## src/rtl/yuv2rgb_pkg.sv

```systemverilog
package yuv2rgb_pkg;

    localparam int SMP_W    = 8;
    localparam int MUL_W    = 13;
    localparam int OFF_W    = 14;
    localparam int WORD_W   = 14;
    localparam int N_ROWS   = 3;
    localparam int N_TAPS   = 3;
    localparam int ROW_LEN  = N_TAPS + 1;
    localparam int N_REGS   = N_ROWS * ROW_LEN;
    localparam int IDX_W    = 4;
    localparam int FRAC     = 10;
    localparam int OFF_SHL  = 6;
    localparam int PROD_W   = SMP_W + 1 + MUL_W;
    localparam int ACC_W    = PROD_W + 4;
    localparam int PIPE_LAT = 3;

    localparam int ROW_G = 0;
    localparam int ROW_R = 1;
    localparam int ROW_B = 2;

    typedef logic [WORD_W-1:0] cword_t;
    typedef logic [SMP_W-1:0]  smp_t;

    typedef struct packed {
        smp_t y;
        smp_t u;
        smp_t v;
    } yuv_t;

    typedef struct packed {
        logic [N_TAPS-1:0][MUL_W-1:0] mul;
        logic [OFF_W-1:0]             off;
    } row_coef_t;

    function automatic cword_t reset_word(int idx);
        case (idx)
            0:  return cword_t'(14'h04A7);
            1:  return cword_t'(14'h1E6F);
            2:  return cword_t'(14'h1CBF);
            3:  return cword_t'(14'h0877);
            4:  return cword_t'(14'h04A7);
            5:  return cword_t'(14'h0000);
            6:  return cword_t'(14'h0662);
            7:  return cword_t'(14'h3211);
            8:  return cword_t'(14'h04A7);
            9:  return cword_t'(14'h0812);
            10: return cword_t'(14'h0000);
            11: return cword_t'(14'h2EB1);
            default: return '0;
        endcase
    endfunction

    function automatic smp_t saturate(logic signed [ACC_W-1:0] q);
        localparam int MAXV = (1 << SMP_W) - 1;
        if (q < 0)
            return '0;
        else if (q > MAXV)
            return smp_t'(MAXV);
        else
            return q[SMP_W-1:0];
    endfunction

endpackage

```

## src/rtl/coef_bank.sv

```systemverilog
module coef_bank
    import yuv2rgb_pkg::*;
#(
    parameter int NREG = N_REGS,
    parameter int IW   = IDX_W
) (
    input  logic                       clk,
    input  logic                       rst,
    input  logic                       we,
    input  logic [IW-1:0]              idx,
    input  cword_t                     wdata,
    output logic [NREG-1:0][WORD_W-1:0] words
);

    for (genvar i = 0; i < NREG; i++) begin : g_reg
        always_ff @(posedge clk) begin
            if (rst)
                words[i] <= reset_word(i);
            else if (we && (idx == IW'(i)))
                words[i] <= wdata;
        end
    end

endmodule

```

## src/rtl/valid_delay.sv

```systemverilog
module valid_delay #(
    parameter int DEPTH = 3
) (
    input  logic clk,
    input  logic rst,
    input  logic din,
    output logic dout
);

    logic [DEPTH-1:0] sr;

    always_ff @(posedge clk) begin
        if (rst)
            sr <= '0;
        else
            sr <= {sr[DEPTH-2:0], din};
    end

    assign dout = sr[DEPTH-1];

endmodule

```

## src/rtl/row_mac.sv

```systemverilog
module row_mac
    import yuv2rgb_pkg::*;
(
    input  logic                      clk,
    input  logic                      rst,
    input  logic [N_TAPS-1:0][SMP_W-1:0] smp,
    input  row_coef_t                 coef,
    output smp_t                      chan
);

    localparam logic signed [ACC_W-1:0] HALF = ACC_W'(1 << (FRAC - 1));

    logic signed [N_TAPS-1:0][PROD_W-1:0] prod_q;
    logic signed [OFF_W-1:0]              off_q;
    logic signed [ACC_W-1:0]              acc_d;
    logic signed [ACC_W-1:0]              acc_q;
    logic signed [ACC_W-1:0]              shf;

    // stage 1: one product per tap, offset captured with the same coefficients
    for (genvar t = 0; t < N_TAPS; t++) begin : g_tap
        logic signed [PROD_W-1:0] a_ext;
        logic signed [PROD_W-1:0] b_ext;
        assign a_ext = {{(PROD_W - SMP_W){1'b0}}, smp[t]};
        assign b_ext = {{(PROD_W - MUL_W){coef.mul[t][MUL_W-1]}}, coef.mul[t]};
        always_ff @(posedge clk) begin
            if (rst)
                prod_q[t] <= '0;
            else
                prod_q[t] <= a_ext * b_ext;
        end
    end

    always_ff @(posedge clk) begin
        if (rst)
            off_q <= '0;
        else
            off_q <= coef.off;
    end

    // stage 2: sum of products, scaled constant and rounding half
    always_comb begin
        acc_d = HALF + (ACC_W'(off_q) <<< OFF_SHL);
        for (int t = 0; t < N_TAPS; t++)
            acc_d = acc_d + ACC_W'($signed(prod_q[t]));
    end

    always_ff @(posedge clk) begin
        if (rst)
            acc_q <= '0;
        else
            acc_q <= acc_d;
    end

    // stage 3: drop fraction and saturate
    assign shf = acc_q >>> FRAC;

    always_ff @(posedge clk) begin
        if (rst)
            chan <= '0;
        else
            chan <= saturate(shf);
    end

endmodule

```

## src/rtl/yuv2rgb_matrix.sv

```systemverilog
module yuv2rgb_matrix
    import yuv2rgb_pkg::*;
(
    input  logic              clk,
    input  logic              rst,
    input  logic              in_valid,
    input  logic [7:0]        in_y,
    input  logic [7:0]        in_u,
    input  logic [7:0]        in_v,
    input  logic              cfg_we,
    input  logic [IDX_W-1:0]  cfg_idx,
    input  logic [WORD_W-1:0] cfg_data,
    output logic              out_valid,
    output logic [7:0]        out_r,
    output logic [7:0]        out_g,
    output logic [7:0]        out_b
);

    logic [N_REGS-1:0][WORD_W-1:0] coef_q;
    logic [N_TAPS-1:0][SMP_W-1:0]  taps;
    smp_t                          chan [N_ROWS];
    yuv_t                          pix;

    coef_bank #(.NREG(N_REGS), .IW(IDX_W)) u_bank (
        .clk   (clk),
        .rst   (rst),
        .we    (cfg_we),
        .idx   (cfg_idx),
        .wdata (cfg_data),
        .words (coef_q)
    );

    assign pix     = '{y: in_y, u: in_u, v: in_v};
    assign taps[0] = pix.y;
    assign taps[1] = pix.u;
    assign taps[2] = pix.v;

    for (genvar r = 0; r < N_ROWS; r++) begin : g_row
        row_coef_t rc;
        for (genvar t = 0; t < N_TAPS; t++) begin : g_mul
            assign rc.mul[t] = coef_q[r*ROW_LEN + t][MUL_W-1:0];
        end
        assign rc.off = coef_q[r*ROW_LEN + N_TAPS][OFF_W-1:0];

        row_mac u_row (
            .clk  (clk),
            .rst  (rst),
            .smp  (taps),
            .coef (rc),
            .chan (chan[r])
        );
    end

    valid_delay #(.DEPTH(PIPE_LAT)) u_vld (
        .clk  (clk),
        .rst  (rst),
        .din  (in_valid),
        .dout (out_valid)
    );

    assign out_g = chan[ROW_G];
    assign out_r = chan[ROW_R];
    assign out_b = chan[ROW_B];

endmodule

```

## config.mk

```make
export PLATFORM = sky130hd
export DESIGN_NAME = yuv2rgb_matrix
export DESIGN_NICKNAME = d
export VERILOG_FILES = /design/src/rtl/yuv2rgb_pkg.sv /design/src/rtl/coef_bank.sv /design/src/rtl/valid_delay.sv /design/src/rtl/row_mac.sv /design/src/rtl/yuv2rgb_matrix.sv
export SDC_FILE = /design/constraint.sdc
export NUM_CORES = 2
export LEC_CHECK = 0
export ABC_AREA = 1
export BUFFER_PORTS_ARGS = -buffer_cell sky130_fd_sc_hd__buf_4
export CELL_PAD_IN_SITES_DETAIL_PLACEMENT = 0
export CELL_PAD_IN_SITES_GLOBAL_PLACEMENT = 1
export CORE_AREA = 2 2 342 344
export DETAILED_ROUTE_END_ITERATION = 8
export DIE_AREA = 0 0 344 346
export PLACE_DENSITY_LB_ADDON = 0.1
export SYNTH_ARGS = -nofsm -noshare
export SYNTH_HDL_FRONTEND = slang
export SYNTH_SLANG_ARGS = --single-unit
```

## constraint.sdc

```tcl
create_clock -name clk -period 8.1 [get_ports clk]
set_input_delay 0.405 -clock clk [delete_from_list [all_inputs] [get_ports clk]]
set_output_delay 0.405 -clock clk [all_outputs]
set_load 0.01 [all_outputs]
```

# --- Word-level counts from Yosys, hierarchy flattened ---
# Index checks and enable logic that the tools add are counted.
word_totals:
  register_bits: 504
  out_inout_bits: 25
  elab_cells: 88
op_classes:
  n_addsub: 12
  multipliers: 9
  order_cmp: 6
  n_eq_ne: 11
  n_mux: 3
  reduce_logical: 16
op_table:
  columns: ["operator", "n"]
  rows:
  - ["$mul A9 B13 Y22", 9]
  - ["$add A26 B22 Y26", 6]
  - ["$add A21 B22 Y23", 3]
  - ["$add A11 B20 Y21 const A", 3]
  - ["$gt A16 B9 Y1 const B", 3]
  - ["$lt A16 B1 Y1 const B", 3]
  - ["$mux W8", 3]
  - ["$eq A4 B3 Y1 const B", 4]
  - ["$eq A4 B4 Y1 const B", 4]
  - ["$logic_and A1 B1 Y1", 12]
  - ["$eq A4 B2 Y1 const B", 2]
  - ["$reduce_or A2 Y1", 3]
  - ["$eq A4 B1 Y1 const B", 1]
  - ["$logic_not A4 Y1", 1]

# --- Depth between registers and ports, before layout ---
depth:
  word_depth: 4
  ltp_mapped: 27
  ltp_nobuf: 27

# --- By module ---
# Synthesis repeated with hierarchy kept, for this count alone.
unflattened:
  hier_cells: 7908
  area_unflattened_um2: 58723.8
modules_own_cells:
  columns: ["module", "instances", "cells_each", "area_each_um2", "seq_area_each_um2"]
  rows:
  - ["row_mac (g_row[1].u_row)", 1, 2339, 17420.5, 2062.0]
  - ["row_mac (g_row[2].u_row)", 1, 2320, 17392.9, 2062.0]
  - ["row_mac (g_row[0].u_row)", 1, 2334, 17380.4, 2062.0]
  - ["coef_bank", 1, 906, 6447.4, 3363.2]
  - ["valid_delay", 1, 9, 82.6, 60.1]

# --- Least setup slack after synthesis ---
# No wires, ideal clock.
synth_timing:
  path_kind: "input port to flip-flop"
  startpoint: "in in_y[0]"
  endpoint: "reg g_row[1].u_row.prod_q[16] (netlist bit)"
  setup_ns: 0.115
  arrival_time_ns: 4.327
  required_ns: 7.985
  slack_ns: 3.658
  stages: 18
  n_path_buf: 2
  path_cell_list: "clkbuf_1 -> buf_1 -> nand2_1 -> fa_1 -> inv_1 -> fa_1 -> fa_1 -> inv_1 -> fa_1 -> inv_1 -> ha_1 -> a21oi_1 -> inv_1 -> a21oi_1 -> nand2_2 -> a21oi_1 -> a21oi_1 -> and2_1"
synth_via:
  elab_chain_len: 1
synth_rtl:
  columns: ["element", "line_no", "source"]
  rows:
  - ["start: declaration", "yuv2rgb_matrix.sv:7", "input logic [7:0] in_y,"]
  - ["$mul A9 B13 Y22", "row_mac.sv:29", "prod_q[t] <= a_ext * b_ext;"]
  - ["end signal: indexed assignment", "row_mac.sv:29", null]
  - ["end: declaration", "row_mac.sv:13", "logic signed [N_TAPS-1:0][PROD_W-1:0] prod_q;"]
# Every way passes these cells.
# A chain may end at the register's enable or synchronous reset.

# --- Worst setup path after layout ---
layout_timing:
  startpoint: "reg u_bank.words[40] (netlist bit)"
  endpoint: "reg g_row[0].u_row.prod_q[60] (netlist bit)"
layout_via:
  elab_chain_len: 1
layout_rtl:
  columns: ["element", "line_no", "source"]
  rows:
  - ["start: declaration", "coef_bank.sv:12", "output logic [NREG-1:0][WORD_W-1:0] words"]
  - ["start signal: indexed assignment", "coef_bank.sv:18", "words[i] <= reset_word(i);"]
  - ["start signal: indexed assignment", "coef_bank.sv:20", "words[i] <= wdata;"]
  - ["$mul A9 B13 Y22", "row_mac.sv:29", null]
  - ["end signal: indexed assignment", "row_mac.sv:29", null]
  - ["end: declaration", "row_mac.sv:13", null]
# Every way passes these cells.

==> results.md <==
- Postcts setup bufs: 0
- Routed Wire Length: 155 mm
- Worst reg-to-reg setup slack: 3.67 ns
- Max_cap viols: 0
- Mapped cell area: roughly 60000 um^2
- Cts hold-fix bufs: 1
- VDD IR max: 0.234 mV
- Setup_tns: 0 ns
- CTS tree: built
- Sequential-to-total area share from yosys stat: 0.160
- Final number of hold-violating endpoints: 0
- Grt ovf: 0
- # H-tree levels: 2
- CTS-repair resized insts: 0
- RSZ-0062 raised after global routing: no
- N_diodes: 0
- Synth warn: 0
- Pwr Total: 0.0157 W
- HPWL Detailed: 123 mm
- DR pass1 iterations: 5
- Clock transition at path regs: 0.06 ns
- Via density: a little under 5
- Synthesis-to-layout area growth: 5.65%
- R2r startpoint: u_bank.words[40]
- Worst skew pair latency: between 0.6 and 0.7 ns
- Ys async rst share: 0
- Clock root buffer: clkbuf_16
- Initial antenna violation count: 6
- Worst Hold Launch: cfg_data[13]
- Die Ht: roughly 350 um
- Element type at the critical path start: flop
- Final setup viols: 0
- Relative slew slack: 0.217
- Detailed-route DRC error count: 0
- Hold Path Cell Cnt: 3
- Wire length per cell: between 15 and 20 um
- Reg2reg end: g_row[0].u_row.prod_q[60]
- Hold/Removal Path Class: in -> reg
- Worst path bufs/invs: 3
- Req. time, crit path: 8.65 ns
- Total Routing Usage GR: 0.269
- Distinct cell type count after synthesis: 46
- Vias in the first global route: 48467
- Final period utilization: 0.547
- Number of flops mapped to enable cells by yosys: 0
- Setup CP Type: reg -> reg
- Buffers on Ports: 70
- Status: completed
- Slew @ Worst Pin: about 1.2 ns
- Commonest non-fill, non-tap cell in the layout: inv_1
- Die area: 119000 um^2
- Minimum clock period: 4.43 ns
- Largest net degree at the start of global routing: 194
- Power Density: 250 nW/um^2
- Yosys reg bits: 474
- Crit path cell chain: nand2_1, fa_1, inv_1, fa_1, fa_1, inv_1, fa_1, inv_1, ha_1, nand2_1, o21ai_0, a21oi_1, or2_0, and2_1
- Synthesized area per cell: 7.27 um^2
- Min-Delay Endpoint: u_bank.words[167]
- Detail Route Antenna Nets: 0
- Reg2reg path depth: 14
- Clock Skew: 0.0187 ns
- Ratio of cells with drive above 1 in the final layout: 0.0336
- Die X: 344 um
- Pleak: 37.3 nW
- First-pass GRT wire length: 255 mm
- FMAX: roughly 0.23 GHz
- Clock sinks: approximately 470
- Worst EP arrival: roughly 5 ns
- Ys flop type: dfxtp_1
- CP Capture Type: flop
- Core area: 115000 um^2
- CTS buffer count: 60
- Max Slew Vio Count: 0
- Slowest-stage cell, CP: fa_1
- Rows: about 130
- Max stage delay on crit path: 0.67 ns
- Crit-path most repeated cell: fa_1
- Via count: 47339
- # IOs: 71
- CTS max path bufs: 3
- Gate Count Post-Synth: a little over 8000
- Commonest cells after routing, fill and taps aside: inv_1, nand2_1, fa_1, nor2_1, ha_1
- Net Count, Synth: 9606
- Initial DRC Count: 2698
- Largest fanout on the critical path: 9
- Crit-path leading delay family: adder cells
- Initial Utilization: 0.515
- Placer Congestion: 0.907
- Fin nets: 9444
==> cells by family after synthesis <==
group | after synthesis | share of synthesized area
flops | 474 | 0.160
compound gates | 890 | 0.0821
buf+inv | 2611 | 0.166
xor+xnor | 90 | 0.0133
fa+ha+maj | 1383 | 0.395
simple gates | 2729 | 0.184
==> power by group <==
part	internal, W	switching, W
registers	0.00277	0.000232
clock network	0.00162	0.00118
logic	0.00345	0.00647
==> registers in the layout, indices dropped and copies added, names as in the netlist <==
name,count
g_row.u_row.prod_q,198
u_bank.words,159
g_row.u_row.acc_q,48
g_row.u_row.off_q,42
g_row.u_row.chan,24
u_vld.sr,3
==> synth_stat cells (36+ instances only) <==
cell      number  area share
inv_1       2280        0.14
nand2_1     1743        0.11
fa_1         825        0.28
nor2_1       604       0.038
ha_1         558        0.12
dfxtp_1      474        0.16
a21oi_1      456       0.038
clkbuf_1     243       0.015
o21ai_0      235       0.020
nand3_1      215       0.018
xnor2_1       55      0.0081
nor3_1        45      0.0038
o21ai_1       43      0.0036
nand4_1       36      0.0038
==> cell type report <==
type	instances	area, um^2
Clock buffer	71	1600
Clock inverter	38	424
Fill cell	11504	52600
Inverter	2309	8670
Multi-Input combinational cell	5092	40100
Sequential cell	474	9490
Tap cell	1524	1910
Timing Repair Buffer	78	604
==> worst max path at each step <==
stage | start | cells after the start | slack, ns | to
after floorplan | in_y[0] | 18 | 3.66 | g_row[1].u_row.prod_q[16]
after global placement | in_y[0] | 17 | 3.37 | g_row[2].u_row.prod_q[21]
after detailed placement | in_y[0] | 17 | 3.33 | g_row[2].u_row.prod_q[21]
after CTS | u_bank.words[40] | 14 | 3.64 | g_row[0].u_row.prod_q[60]
after global routing | u_bank.words[40] | 14 | 3.29 | g_row[0].u_row.prod_q[60]
final | u_bank.words[40] | 14 | 3.67 | g_row[0].u_row.prod_q[60]
==> worst reg2reg max path, cell delays in order, from the launching register on <==
cell,delay (ns)
dfxtp_1,0.52
nand2_1,0.21
fa_1,0.67
inv_1,0.13
fa_1,0.47
fa_1,0.56
inv_1,0.06
fa_1,0.47
inv_1,0.05
ha_1,0.37
nand2_1,0.12
o21ai_0,0.27
a21oi_1,0.09
or2_0,0.20
and2_1,0.15
==> routing by layer <==
| layer | global-route usage | vias to the layer above | wire [um] |
|---|---|---|---|
| li1 | - | 23655 | - |
| met1 | 0.382 | 22602 | 73700 |
| met2 | 0.435 | 900 | 69700 |
| met3 | 0.0371 | 182 | 8380 |
| met4 | 0.0604 | 0 | 3470 |
| met5 | 0 | - | 0 |
==> metrics by stage <==
step                std cells  setup WS (ns)  hold WS, ns  utilization  area [um^2]
floorplan                8177           3.66        0.388            -        59500
global placement         9476           3.37        0.417        0.527        60800
detailed placement       9476           3.33        0.420        0.527        60800
CTS                      9586           3.64       0.0639        0.544        62800
global route             9586           3.29        0.116        0.544        62800
finish                   9586           3.67       0.0975        0.544        62800
(Power assumes the default switching activity.)
